`src/rtl/dseq_pkg.sv`:
```
package dseq_pkg;

    typedef enum logic [1:0] {
        CMD_NOP = 2'd0,
        CMD_ACT = 2'd1,
        CMD_RD  = 2'd2,
        CMD_PRE = 2'd3
    } dcmd_e;

    typedef enum logic [2:0] {
        S_IDLE,
        S_PRE,
        S_ACT,
        S_CL,
        S_BURST,
        S_CLOSE
    } dstate_e;

    function automatic int max3(input int a, input int b, input int c);
        int m;
        m = (a > b) ? a : b;
        return (m > c) ? m : c;
    endfunction

endpackage

```
`src/rtl/dseq_timer.sv`:
```
module dseq_timer #(
    parameter int W = 4
) (
    input  logic         clk,
    input  logic         rst,
    input  logic         load,
    input  logic [W-1:0] load_val,
    output logic         expired
);
    logic [W-1:0] cnt_q;

    always_ff @(posedge clk) begin
        if (rst)
            cnt_q <= '0;
        else if (load)
            cnt_q <= load_val;
        else if (cnt_q != '0)
            cnt_q <= cnt_q - 1'b1;
    end

    assign expired = (cnt_q == '0);
endmodule

```
`src/rtl/dseq_row_track.sv`:
```
module dseq_row_track #(
    parameter int ROW_W = 14
) (
    input  logic             clk,
    input  logic             rst,
    input  logic             open_en,
    input  logic             close_en,
    input  logic [ROW_W-1:0] load_row,
    input  logic [ROW_W-1:0] cmp_row,
    output logic             is_open,
    output logic             row_hit
);
    logic [ROW_W-1:0] row_q;
    logic             open_q;

    always_ff @(posedge clk) begin
        if (rst) begin
            open_q <= 1'b0;
            row_q  <= '0;
        end else if (open_en) begin
            open_q <= 1'b1;
            row_q  <= load_row;
        end else if (close_en) begin
            open_q <= 1'b0;
        end
    end

    assign is_open = open_q;
    assign row_hit = open_q && (row_q == cmp_row);

    // an activate only ever targets a precharged bank
    p_act_on_closed_r4: assert property (@(posedge clk) disable iff (rst)
        open_en |-> !open_q);
    // a precharge only ever closes an open row
    p_pre_on_open_r3: assert property (@(posedge clk) disable iff (rst)
        close_en |-> open_q);
endmodule

```
`src/rtl/dseq_beat_ctr.sv`:
```
module dseq_beat_ctr #(
    parameter int BURST = 8,
    localparam int IW = $clog2(BURST)
) (
    input  logic          clk,
    input  logic          rst,
    input  logic          start,
    output logic          valid,
    output logic [IW-1:0] idx,
    output logic          last
);
    localparam logic [IW-1:0] LAST_IDX = IW'(BURST - 1);

    logic          valid_q;
    logic [IW-1:0] idx_q;

    always_ff @(posedge clk) begin
        if (rst) begin
            valid_q <= 1'b0;
            idx_q   <= '0;
        end else if (start) begin
            valid_q <= 1'b1;
            idx_q   <= '0;
        end else if (valid_q) begin
            if (idx_q == LAST_IDX) begin
                valid_q <= 1'b0;
                idx_q   <= '0;
            end else begin
                idx_q <= idx_q + 1'b1;
            end
        end
    end

    assign valid = valid_q;
    assign idx   = idx_q;
    assign last  = valid_q && (idx_q == LAST_IDX);

    // beats run back to back with a rising index
    p_beat_step_r5: assert property (@(posedge clk) disable iff (rst)
        (valid_q && idx_q != LAST_IDX) |=> (valid_q && idx_q == $past(idx_q) + 1'b1));
endmodule

```
`src/rtl/dram_bank_seq.sv`:
```
module dram_bank_seq
    import dseq_pkg::*;
#(
    parameter int ROW_W  = 14,
    parameter int COL_W  = 10,
    parameter int BANK_W = 3,
    parameter int TRP    = 2,
    parameter int TRCD   = 3,
    parameter int TCL    = 4,
    parameter int BURST  = 8
) (
    input  logic                      clk,
    input  logic                      rst,
    input  logic                      page_closed,
    input  logic                      req_valid,
    output logic                      req_ready,
    input  logic [BANK_W-1:0]         req_bank,
    input  logic [ROW_W-1:0]          req_row,
    input  logic [COL_W-1:0]          req_col,
    output logic [1:0]                cmd,
    output logic [BANK_W-1:0]         cmd_bank,
    output logic [ROW_W-1:0]          cmd_row,
    output logic [COL_W-1:0]          cmd_col,
    output logic                      beat_valid,
    output logic [$clog2(BURST)-1:0]  beat_idx,
    output logic                      done,
    output logic                      done_hit
);
    localparam int TMAX = max3(TRP, TRCD, TCL);
    localparam int TW   = $clog2(TMAX + 1);
    localparam logic [TW-1:0] LD_RP  = TW'(TRP - 1);
    localparam logic [TW-1:0] LD_RCD = TW'(TRCD - 1);
    localparam logic [TW-1:0] LD_CL  = TW'(TCL - 1);

    initial begin
        if (TRP < 1 || TRCD < 1 || TCL < 1)
            $error("timing parameters must be at least one cycle");
    end

    dstate_e           state_q, state_n;
    dcmd_e             cmd_q, cmd_n;
    logic [ROW_W-1:0]  row_q;
    logic [COL_W-1:0]  col_q;
    logic [BANK_W-1:0] bank_q;
    logic              pol_q, hit_q, done_q, dhit_q;

    logic          accept, fin;
    logic          t_load, t_zero;
    logic [TW-1:0] t_val;
    logic          open_en, close_en, trk_open, trk_hit;
    logic          b_start, b_last;
    logic [ROW_W-1:0] trk_row;

    assign req_ready = (state_q == S_IDLE);
    assign accept    = req_valid && req_ready;
    assign trk_row   = (state_q == S_IDLE) ? req_row : row_q;

    dseq_timer #(.W(TW)) u_timer (
        .clk(clk), .rst(rst), .load(t_load), .load_val(t_val), .expired(t_zero)
    );

    dseq_row_track #(.ROW_W(ROW_W)) u_track (
        .clk(clk), .rst(rst), .open_en(open_en), .close_en(close_en),
        .load_row(trk_row), .cmp_row(req_row), .is_open(trk_open), .row_hit(trk_hit)
    );

    dseq_beat_ctr #(.BURST(BURST)) u_beats (
        .clk(clk), .rst(rst), .start(b_start), .valid(beat_valid), .idx(beat_idx), .last(b_last)
    );

    always_comb begin
        state_n  = state_q;
        cmd_n    = CMD_NOP;
        t_load   = 1'b0;
        t_val    = '0;
        open_en  = 1'b0;
        close_en = 1'b0;
        b_start  = 1'b0;
        fin      = 1'b0;
        unique case (state_q)
            S_IDLE: if (accept) begin
                t_load = 1'b1;
                if (trk_hit) begin
                    cmd_n = CMD_RD;  t_val = LD_CL;  state_n = S_CL;
                end else if (trk_open) begin
                    cmd_n = CMD_PRE; t_val = LD_RP;  state_n = S_PRE; close_en = 1'b1;
                end else begin
                    cmd_n = CMD_ACT; t_val = LD_RCD; state_n = S_ACT; open_en = 1'b1;
                end
            end
            S_PRE: if (t_zero) begin
                cmd_n = CMD_ACT; t_load = 1'b1; t_val = LD_RCD; state_n = S_ACT; open_en = 1'b1;
            end
            S_ACT: if (t_zero) begin
                cmd_n = CMD_RD; t_load = 1'b1; t_val = LD_CL; state_n = S_CL;
            end
            S_CL: if (t_zero) begin
                b_start = 1'b1; state_n = S_BURST;
            end
            S_BURST: if (b_last) begin
                fin = 1'b1;
                if (pol_q) begin
                    cmd_n = CMD_PRE; t_load = 1'b1; t_val = LD_RP; state_n = S_CLOSE; close_en = 1'b1;
                end else begin
                    state_n = S_IDLE;
                end
            end
            S_CLOSE: if (t_zero) state_n = S_IDLE;
            default: state_n = S_IDLE;
        endcase
    end

    always_ff @(posedge clk) begin
        if (rst) begin
            state_q <= S_IDLE;
            cmd_q   <= CMD_NOP;
            row_q   <= '0;
            col_q   <= '0;
            bank_q  <= '0;
            pol_q   <= 1'b0;
            hit_q   <= 1'b0;
            done_q  <= 1'b0;
            dhit_q  <= 1'b0;
        end else begin
            state_q <= state_n;
            cmd_q   <= cmd_n;
            done_q  <= fin;
            dhit_q  <= fin && hit_q;
            if (accept) begin
                row_q  <= req_row;
                col_q  <= req_col;
                bank_q <= req_bank;
                pol_q  <= page_closed;
                hit_q  <= trk_hit;
            end
        end
    end

    assign cmd      = cmd_q;
    assign cmd_row  = row_q;
    assign cmd_col  = col_q;
    assign cmd_bank = bank_q;
    assign done     = done_q;
    assign done_hit = dhit_q;

    p_hit_read_r2: assert property (@(posedge clk) disable iff (rst)
        (accept && trk_hit) |=> (cmd == CMD_RD));
    p_conflict_pre_r3: assert property (@(posedge clk) disable iff (rst)
        (accept && trk_open && !trk_hit) |=> (cmd == CMD_PRE));
    p_empty_act_r4: assert property (@(posedge clk) disable iff (rst)
        (accept && !trk_open) |=> (cmd == CMD_ACT));
    p_done_after_last_r5: assert property (@(posedge clk) disable iff (rst)
        b_last |=> done);
    p_closed_pre_r7: assert property (@(posedge clk) disable iff (rst)
        (done && pol_q) |-> (cmd == CMD_PRE));
    p_busy_in_burst_r8: assert property (@(posedge clk) disable iff (rst)
        beat_valid |-> !req_ready);
    p_hit_flag_r9: assert property (@(posedge clk) disable iff (rst)
        done_hit |-> done);
endmodule

```
`config.mk`:
```
export PLATFORM = sky130hd
export DESIGN_NAME = dram_bank_seq
export DESIGN_NICKNAME = d
export VERILOG_FILES = /design/src/rtl/dseq_pkg.sv /design/src/rtl/dseq_timer.sv /design/src/rtl/dseq_row_track.sv /design/src/rtl/dseq_beat_ctr.sv /design/src/rtl/dram_bank_seq.sv
export SDC_FILE = /design/constraint.sdc
export NUM_CORES = 1
export LEC_CHECK = 0
export ABC_AREA = 0
export ABC_CLOCK_PERIOD_IN_PS = 2000
export BUFFER_PORTS_ARGS = -buffer_cell sky130_fd_sc_hd__buf_2
export CORE_ASPECT_RATIO = 0.7
export CORE_UTILIZATION = 48
export CTS_BUF_LIST = sky130_fd_sc_hd__clkbuf_8
export DETAILED_ROUTE_END_ITERATION = 12
export PLACE_DENSITY = 0.73
export SYNTH_ARGS = -nofsm -noshare
export SYNTH_HDL_FRONTEND = slang
export SYNTH_SLANG_ARGS = --single-unit
```
`constraint.sdc`:
```
create_clock -name clk -period 2 [get_ports clk]
set_input_delay 0.1 -clock clk [delete_from_list [all_inputs] [get_ports clk]]
set_output_delay 0.1 -clock clk [all_outputs]
set_load 0.005 [all_outputs]
```
==> metrics.txt, run 1 <==
Die ar.=5820 µm²; Post-synth top flop=sky130_fd_sc_hd__dfxtp_1; final hold slack=0.00922 ns; final critical delay including setup and external delays=1.84 ns; Inserted Clock Buffers=9; Core Footprint=about 5300 µm²; Req. time, crit path=2.23 ns; Worst Path Arrival=2.07 ns; fmax=0.543 GHz; Final Non-Filler Cells=about 450; pin count of the biggest net entering global routing=27; worst-skew pair later-pin latency=approximately 0.33 ns; Initial DRC Count=184; CTS Sinks=58; slew at the pin closest to its max-slew limit=0.543 ns; root buffer selected by CTS=sky130_fd_sc_hd__clkbuf_8; total placed cells including tap cells=424; post-route ant nets=0; placer congestion estimate=~0.75; via count=2331; post-synthesis sequential area ratio=0.439; sum of buffers and inverters on the critical path=1; average footprint of a synthesized cell=8.97 µm²; initial antenna violation count=0; effective utilization at floorplan=0.500; clock tree skew after final layout=0.00919 ns; peak supply drop=0.670 mV; floorplan die height=64.1 µm; TritonCTS clock tree=yes; total half-perimeter wirelength after legalization and detailed placement=4.13 mm; Min-Delay Path Depth=3; final layout net count=407; YS warnings=0; Largest delay share family, worst path=compound AO/OA/AOI/OAI gates; type of the tightest min-delay check=input port to flop; cells along the critical path=inv_1 > ha_1 > nand2b_1 > o21a_1 > o32a_1 > a2111oi_2; post-synthesis register bit count=58; final core occ=0.637; Syn Nets=330; max-slew violations=0; buffers added on ports=66; signed area change from the synthesized netlist to the final layout=27.2%; Placement Rows=22; clock-pin transition on the worst setup and hold timing paths=0.07 ns; run status=finished, final reports clean; total leakage power=0.00151 µW; number of DRC violations after detailed routing=0; layout cell share with drive strength beyond 1=0.302; number of global-route vias before repair=2257; Clock H-tree levels=3; cell count along the critical path=6; post-detailed-route via-to-cell ratio=between 5 and 6; count of fill cells added during filler insertion=447; Mapped Cells=a little under 300; remaining global-route overflow=0; Post-synth EDFFs=0; wire length of the first global-routing pass=approximately 10 mm; stage delay of the slowest cell on the critical path=0.34 ns; wirelength, routed=6.17 mm; routed wirelength normalized by instance count=13.7 µm; total power divided by cell area=1520 nW/µm²; Ports=67; count of inserted antenna diode cells=0; setup_tns=0 ns; CP Max Fanout=6; Worst Reg2Reg Path Length in Cells=6; count of final setup violators=0; Crit. End Element=flop; proportion of register bits with asynchronous set or reset after synthesis=0; RSZ-0062 raised after global routing=no; Overall Power=5110 µW; first-pass iteration count of the detailed router=4; post-synthesis cell area=2650 µm²; count of different cell masters after synthesis=42; max-cap check violation count=0; final count of hold timing violations=0; slowest CP cell=sky130_fd_sc_hd__o32a_1; worst-case clock buffer depth=2; type of origin of the critical path=flop; Chip Width=90.7 µm; Tot GR Track Use=0.229; Final Cycle Share=0.920; Max transition margin=0.637; kind of critical path=flop to flop
-- timing repair --
| item | CTS | global route |
|---|---|---|
| setup endpoints to repair | 0 | 1 |
| resized for setup | 0 | 2 |
| setup buffers | 0 | 0 |
| hold endpoints to repair | 9 | 0 |
| hold buffers | 9 | 0 |
-- cells by family (layout without fill, tap and decap cells) --
logic type / count (synthesis) / count (layout) / share of synthesized area
mux: 18 / 18 / 0.0686
compound gates: 59 / 59 / 0.169
simple gates: 112 / 112 / 0.194
flops: 58 / 58 / 0.439
xor+xnor: 16 / 16 / 0.0530
fa+ha+maj: 5 / 5 / 0.0227
buf+inv: 27 / 109 / 0.0534
-- flip-flops by register name (all words and copies together) (netlist names), 2 cells and up --
signal         count
cmd_row           14
u_track.row_q     14
cmd_col           10
cmd_bank           3
state_q            3
u_beats.idx        3
u_timer.cnt_q      3
cmd                2
-- synthesized netlist by cell type (2+ instances only) --
cell type | number | share of area
sky130_fd_sc_hd__nor4_1 | 4 | 0.0095
sky130_fd_sc_hd__a211oi_2 | 14 | 0.066
sky130_fd_sc_hd__inv_1 | 6 | 0.0085
sky130_fd_sc_hd__o21a_1 | 2 | 0.0057
sky130_fd_sc_hd__a211oi_1 | 2 | 0.0057
sky130_fd_sc_hd__buf_6 | 3 | 0.013
sky130_fd_sc_hd__nor2_1 | 22 | 0.031
sky130_fd_sc_hd__nor3b_1 | 2 | 0.0057
sky130_fd_sc_hd__xor2_1 | 14 | 0.046
sky130_fd_sc_hd__nand3_1 | 2 | 0.0038
sky130_fd_sc_hd__clkbuf_1 | 9 | 0.013
sky130_fd_sc_hd__and2_1 | 3 | 0.0071
sky130_fd_sc_hd__nor3_1 | 6 | 0.011
sky130_fd_sc_hd__nand2b_1 | 2 | 0.0047
sky130_fd_sc_hd__nand2_1 | 61 | 0.087
sky130_fd_sc_hd__dfxtp_1 | 58 | 0.44
sky130_fd_sc_hd__a21oi_1 | 34 | 0.064
sky130_fd_sc_hd__xnor2_1 | 2 | 0.0066
sky130_fd_sc_hd__buf_4 | 3 | 0.0085
sky130_fd_sc_hd__mux2i_1 | 17 | 0.064
sky130_fd_sc_hd__buf_2 | 5 | 0.0095
sky130_fd_sc_hd__ha_1 | 4 | 0.019
-- final timing paths --
path                    start                to  slack [ns]
max reg2reg  u_timer.cnt_q[0]  u_timer.cnt_q[1]        0.16
max          u_timer.cnt_q[0]  u_timer.cnt_q[1]        0.16
min reg2reg        cmd_col[9]        cmd_col[9]        0.45
min               req_bank[2]       cmd_bank[2]       0.009
-- where the power goes --
group	internal, µW	switching (µW)
clock	726	465
sequential	1490	265
combinational	987	1170
-- metal layers --
layer  vias up  global-route usage  part of all wire
met3         8              0.0631             0.052
li1       1157                   -                 -
met1      1104               0.298              0.47
met5         -                   0                 0
met2        62               0.363              0.46
met4         0              0.0847             0.013
-- area by class of cell --
type	count	area, µm²	area share
inverters	6	22.5	0.00669
repair buffers	87	523	0.155
clock buffers	10	138	0.0409
well taps	72	90.1	0.0268
flip-flops and latches	58	1160	0.345
clock inverters	6	81.3	0.0242
multi-input cells	210	1350	0.401
-- cells in the final DEF, fill, tap and decap left out, types with 3 or more instances in the layout --
cell / instances
sky130_fd_sc_hd__buf_2: 66
sky130_fd_sc_hd__nand2_1: 61
sky130_fd_sc_hd__dfxtp_1: 58
sky130_fd_sc_hd__a21oi_1: 34
sky130_fd_sc_hd__nor2_1: 22
sky130_fd_sc_hd__mux2i_1: 17
sky130_fd_sc_hd__xor2_1: 14
sky130_fd_sc_hd__a211oi_2: 14
sky130_fd_sc_hd__buf_4: 11
sky130_fd_sc_hd__clkbuf_8: 10
sky130_fd_sc_hd__dlygate4sd3_1: 9
sky130_fd_sc_hd__inv_1: 7
sky130_fd_sc_hd__nor3_1: 6
sky130_fd_sc_hd__nor4_1: 4
sky130_fd_sc_hd__ha_1: 4
sky130_fd_sc_hd__and2_1: 3
-- stage by stage --
step	cell area (µm²)	setup WS (ns)
2_1_floorplan	2650	0.300
3_3_place_gp	3050	0.277
3_5_place_dp	3050	0.177
4_1_cts	3360	0.163
5_1_grt	3360	0.0269
6_report	3360	0.160
-- tightest hold or removal path: stages --
cell,delay (ns)
sky130_fd_sc_hd__buf_2,0.09
sky130_fd_sc_hd__nand2_1,0.05
sky130_fd_sc_hd__a21oi_1,0.05
(Power assumes the default switching activity.)
==> run 2, diff against run 1 <==
Settings changed: BUFFER_PORTS_ARGS -buffer_cell sky130_fd_sc_hd__buf_2 to default, CAP_MARGIN from default to 15, DONT_BUFFER_PORTS from default to 1, PLACE_DENSITY 0.73 to default.
==> run 2 against run 1 <==
Maximum frequency rose by 2.6%. Clock power fell by 18%. Via count fell by 9.6%. Count of clock-buffer cells in the layout did not move. Sequential power barely moved. Hold slack improved by 0.022 ns. Design area fell by 5.5%. Total power fell by 7.8%. Non-clock buffer count fell by 50. Largest cell class unchanged. Largest power group unchanged. Highest routed layer unchanged.
==> metrics.txt, run 2 (synthesized netlist as in run 1, its figures left out) <==
Crit. End Element=flop; Placement Rows=22; Die ar.=between 5000 and 6000 µm²; Clock H-tree levels=3; wire length of the first global-routing pass=9.71 mm; launch instance of the worst register-to-register path=u_timer.cnt_q[0]; type of origin of the critical path=flop; stage delay of the slowest cell on the critical path=0.36 ns; total placed cells including tap cells=roughly 350; Inserted Clock Buffers=9; most common cell after layout, fill and taps aside=sky130_fd_sc_hd__nand2_1; RSZ-0062 raised after global routing=no; slew at the pin closest to its max-slew limit=0.523 ns; Worst Reg2Reg Path Length in Cells=6; final critical delay including setup and external delays=approximately 1.8 ns; post-detailed-route via-to-cell ratio=5.28; CP Max Fanout=5; final layout net count=about 360; fmax=about 0.56 GHz; highest-utilization routing layer at the global route stage=met2; post-CTS resize count=0; Tot GR Track Use=0.220; FF-to-FF End=u_timer.cnt_q[1]; wirelength, routed=6.00 mm; post-route ant nets=0; end point of the most critical hold path=u_track.row_q[2]; Min-Delay Path Depth=2; Req. time, crit path=roughly 2.2 ns; Initial DRC Count=~110; number of DRC violations after detailed routing=0; run status=finished, final reports clean; Final Cycle Share=0.897; met2 usage in global routing=0.338; Worst Path Arrival=around 2.0 ns; Largest delay share family, worst path=compound AO/OA/AOI/OAI gates; Final Non-Filler Cells=399; first-pass iteration count of the detailed router=5; clock-pin transition on the worst setup and hold timing paths=0.07 ns; root buffer selected by CTS=sky130_fd_sc_hd__clkbuf_8; TritonCTS clock tree=yes; Core Footprint=~5300 µm²; placer congestion estimate=0.796; pin count of the biggest net entering global routing=58; final count of hold timing violations=0; total half-perimeter wirelength after legalization and detailed placement=3.68 mm; total leakage power=0.00125 µW; number of global-route vias before repair=2058; reg2reg setup slack=0.21 ns; remaining global-route overflow=0; via count=2108; cells along the critical path=inv_1 > ha_1 > nand3b_2 > nor3b_1 > o32a_1 > a2111oi_0; Ports=67; CTS Sinks=58; global routing met1 resource utilization=0.271; slowest CP cell=sky130_fd_sc_hd__a2111oi_0; floorplan die height=64.1 µm; highest-count cells in the layout ignoring fill and taps=sky130_fd_sc_hd__nand2_1 (61), sky130_fd_sc_hd__dfxtp_1 (58), sky130_fd_sc_hd__a21oi_1 (34), sky130_fd_sc_hd__dlygate4sd3_1 (28), sky130_fd_sc_hd__nor2_1 (22); worst-case clock buffer depth=2; count of inserted antenna diode cells=0; global-route track usage on met3=0.0857; count of final setup violators=0; worst min-delay path startpoint=req_row[2]; buffers added on ports=0; clock tree skew after final layout=0.0110 ns; sum of buffers and inverters on the critical path=1; max-cap check violation count=0; peak supply drop=0.660 mV; max-slew violations=0; layout cell share with drive strength beyond 1=0.135; Max transition margin=0.650; worst-skew pair later-pin latency=0.34 ns; signed area change from the synthesized netlist to the final layout=20.2%; kind of critical path=flop to flop; type of the tightest min-delay check=input port to flop; setup_tns=0 ns; effective utilization at floorplan=0.500; initial antenna violation count=0; total power divided by cell area=1480 nW/µm²; Chip Width=roughly 91 µm; routed wirelength normalized by instance count=between 15 and 20 µm
-- run 2: cell types whose count changed in the layout (fill, tap and decap cells not counted) --
cell and change:
sky130_fd_sc_hd__a2111oi_0 +1, sky130_fd_sc_hd__a2111oi_2 -1, sky130_fd_sc_hd__and2_0 -1, sky130_fd_sc_hd__and2_1 +1, sky130_fd_sc_hd__buf_16 +1, sky130_fd_sc_hd__buf_2 -66
sky130_fd_sc_hd__buf_4 -4, sky130_fd_sc_hd__bufinv_16 -2, sky130_fd_sc_hd__clkinv_2 -2, sky130_fd_sc_hd__clkinv_4 +2, sky130_fd_sc_hd__clkinvlp_4 +2, sky130_fd_sc_hd__dlygate4sd3_1 +19
-- run 2: stage by stage --
step | total power (µW) | hold slack, ns | instance area [µm²] | worst slack (ns) | util
after floorplan | 3330 | 0.183 | 2650 | 0.300 | -
after global placement | 3640 | 0.174 | 2690 | 0.276 | 0.509
after detailed placement | 3680 | 0.173 | 2690 | 0.228 | 0.509
after CTS | 4740 | 0.00897 | 3180 | 0.197 | 0.601
after global routing | 5010 | 0.0231 | 3180 | 0.0720 | 0.601
final | 4710 | 0.0315 | 3180 | 0.206 | 0.601
-- run 2: worst reg2reg max path: stages (launching register included) --
cell and delay, ns:
sky130_fd_sc_hd__dfxtp_1 0.30, sky130_fd_sc_hd__inv_1 0.10, sky130_fd_sc_hd__ha_1 0.23, sky130_fd_sc_hd__nand3b_2 0.18, sky130_fd_sc_hd__nor3b_1 0.20, sky130_fd_sc_hd__o32a_1 0.30, sky130_fd_sc_hd__a2111oi_0 0.36
-- run 2: area by class of cell --
type / instances / area (µm²)
Clock buffer: 10 / 138
Tap cell: 72 / 90.1
Inverter: 6 / 22.5
Multi-Input combinational cell: 210 / 1340
Sequential cell: 58 / 1160
Clock inverter: 6 / 43.8
Timing Repair Buffer: 37 / 380
Fill cell: 475 / 2110
-- run 2: what timing repair did --
item	in CTS	in global routing
endpoints found under the setup margin	0	0
buffers inserted	0	0
hold buffers	29	0
hold endpoints to repair	57	0
-- run 2: power breakdown --
part	internal [µW]	switching [µW]	leakage [µW]
clock network	482	495	0.0000859
registers	1490	289	0.000476
logic	877	1070	0.000685
-- run 2: worst max-delay path by stage --
stage | start | end | slack, ns | cells after the start
after floorplan | u_beats.idx[0] | u_track.is_open | 0.30 | 7
final | u_timer.cnt_q[0] | u_timer.cnt_q[1] | 0.21 | 6
after global routing | u_timer.cnt_q[0] | u_timer.cnt_q[1] | 0.07 | 6
after CTS | u_timer.cnt_q[0] | u_timer.cnt_q[1] | 0.20 | 6
after detailed placement | u_timer.cnt_q[0] | u_timer.cnt_q[1] | 0.23 | 6
after global placement | u_beats.idx[0] | u_track.is_open | 0.28 | 6
-- run 2: layer usage --
| metal | share of wire | vias up |
|---|---|---|
| met2 | 0.45 | 69 |
| met5 | 0 | - |
| met1 | 0.48 | 974 |
| met3 | 0.070 | 7 |
| li1 | - | 1058 |
| met4 | 0.0077 | 0 |
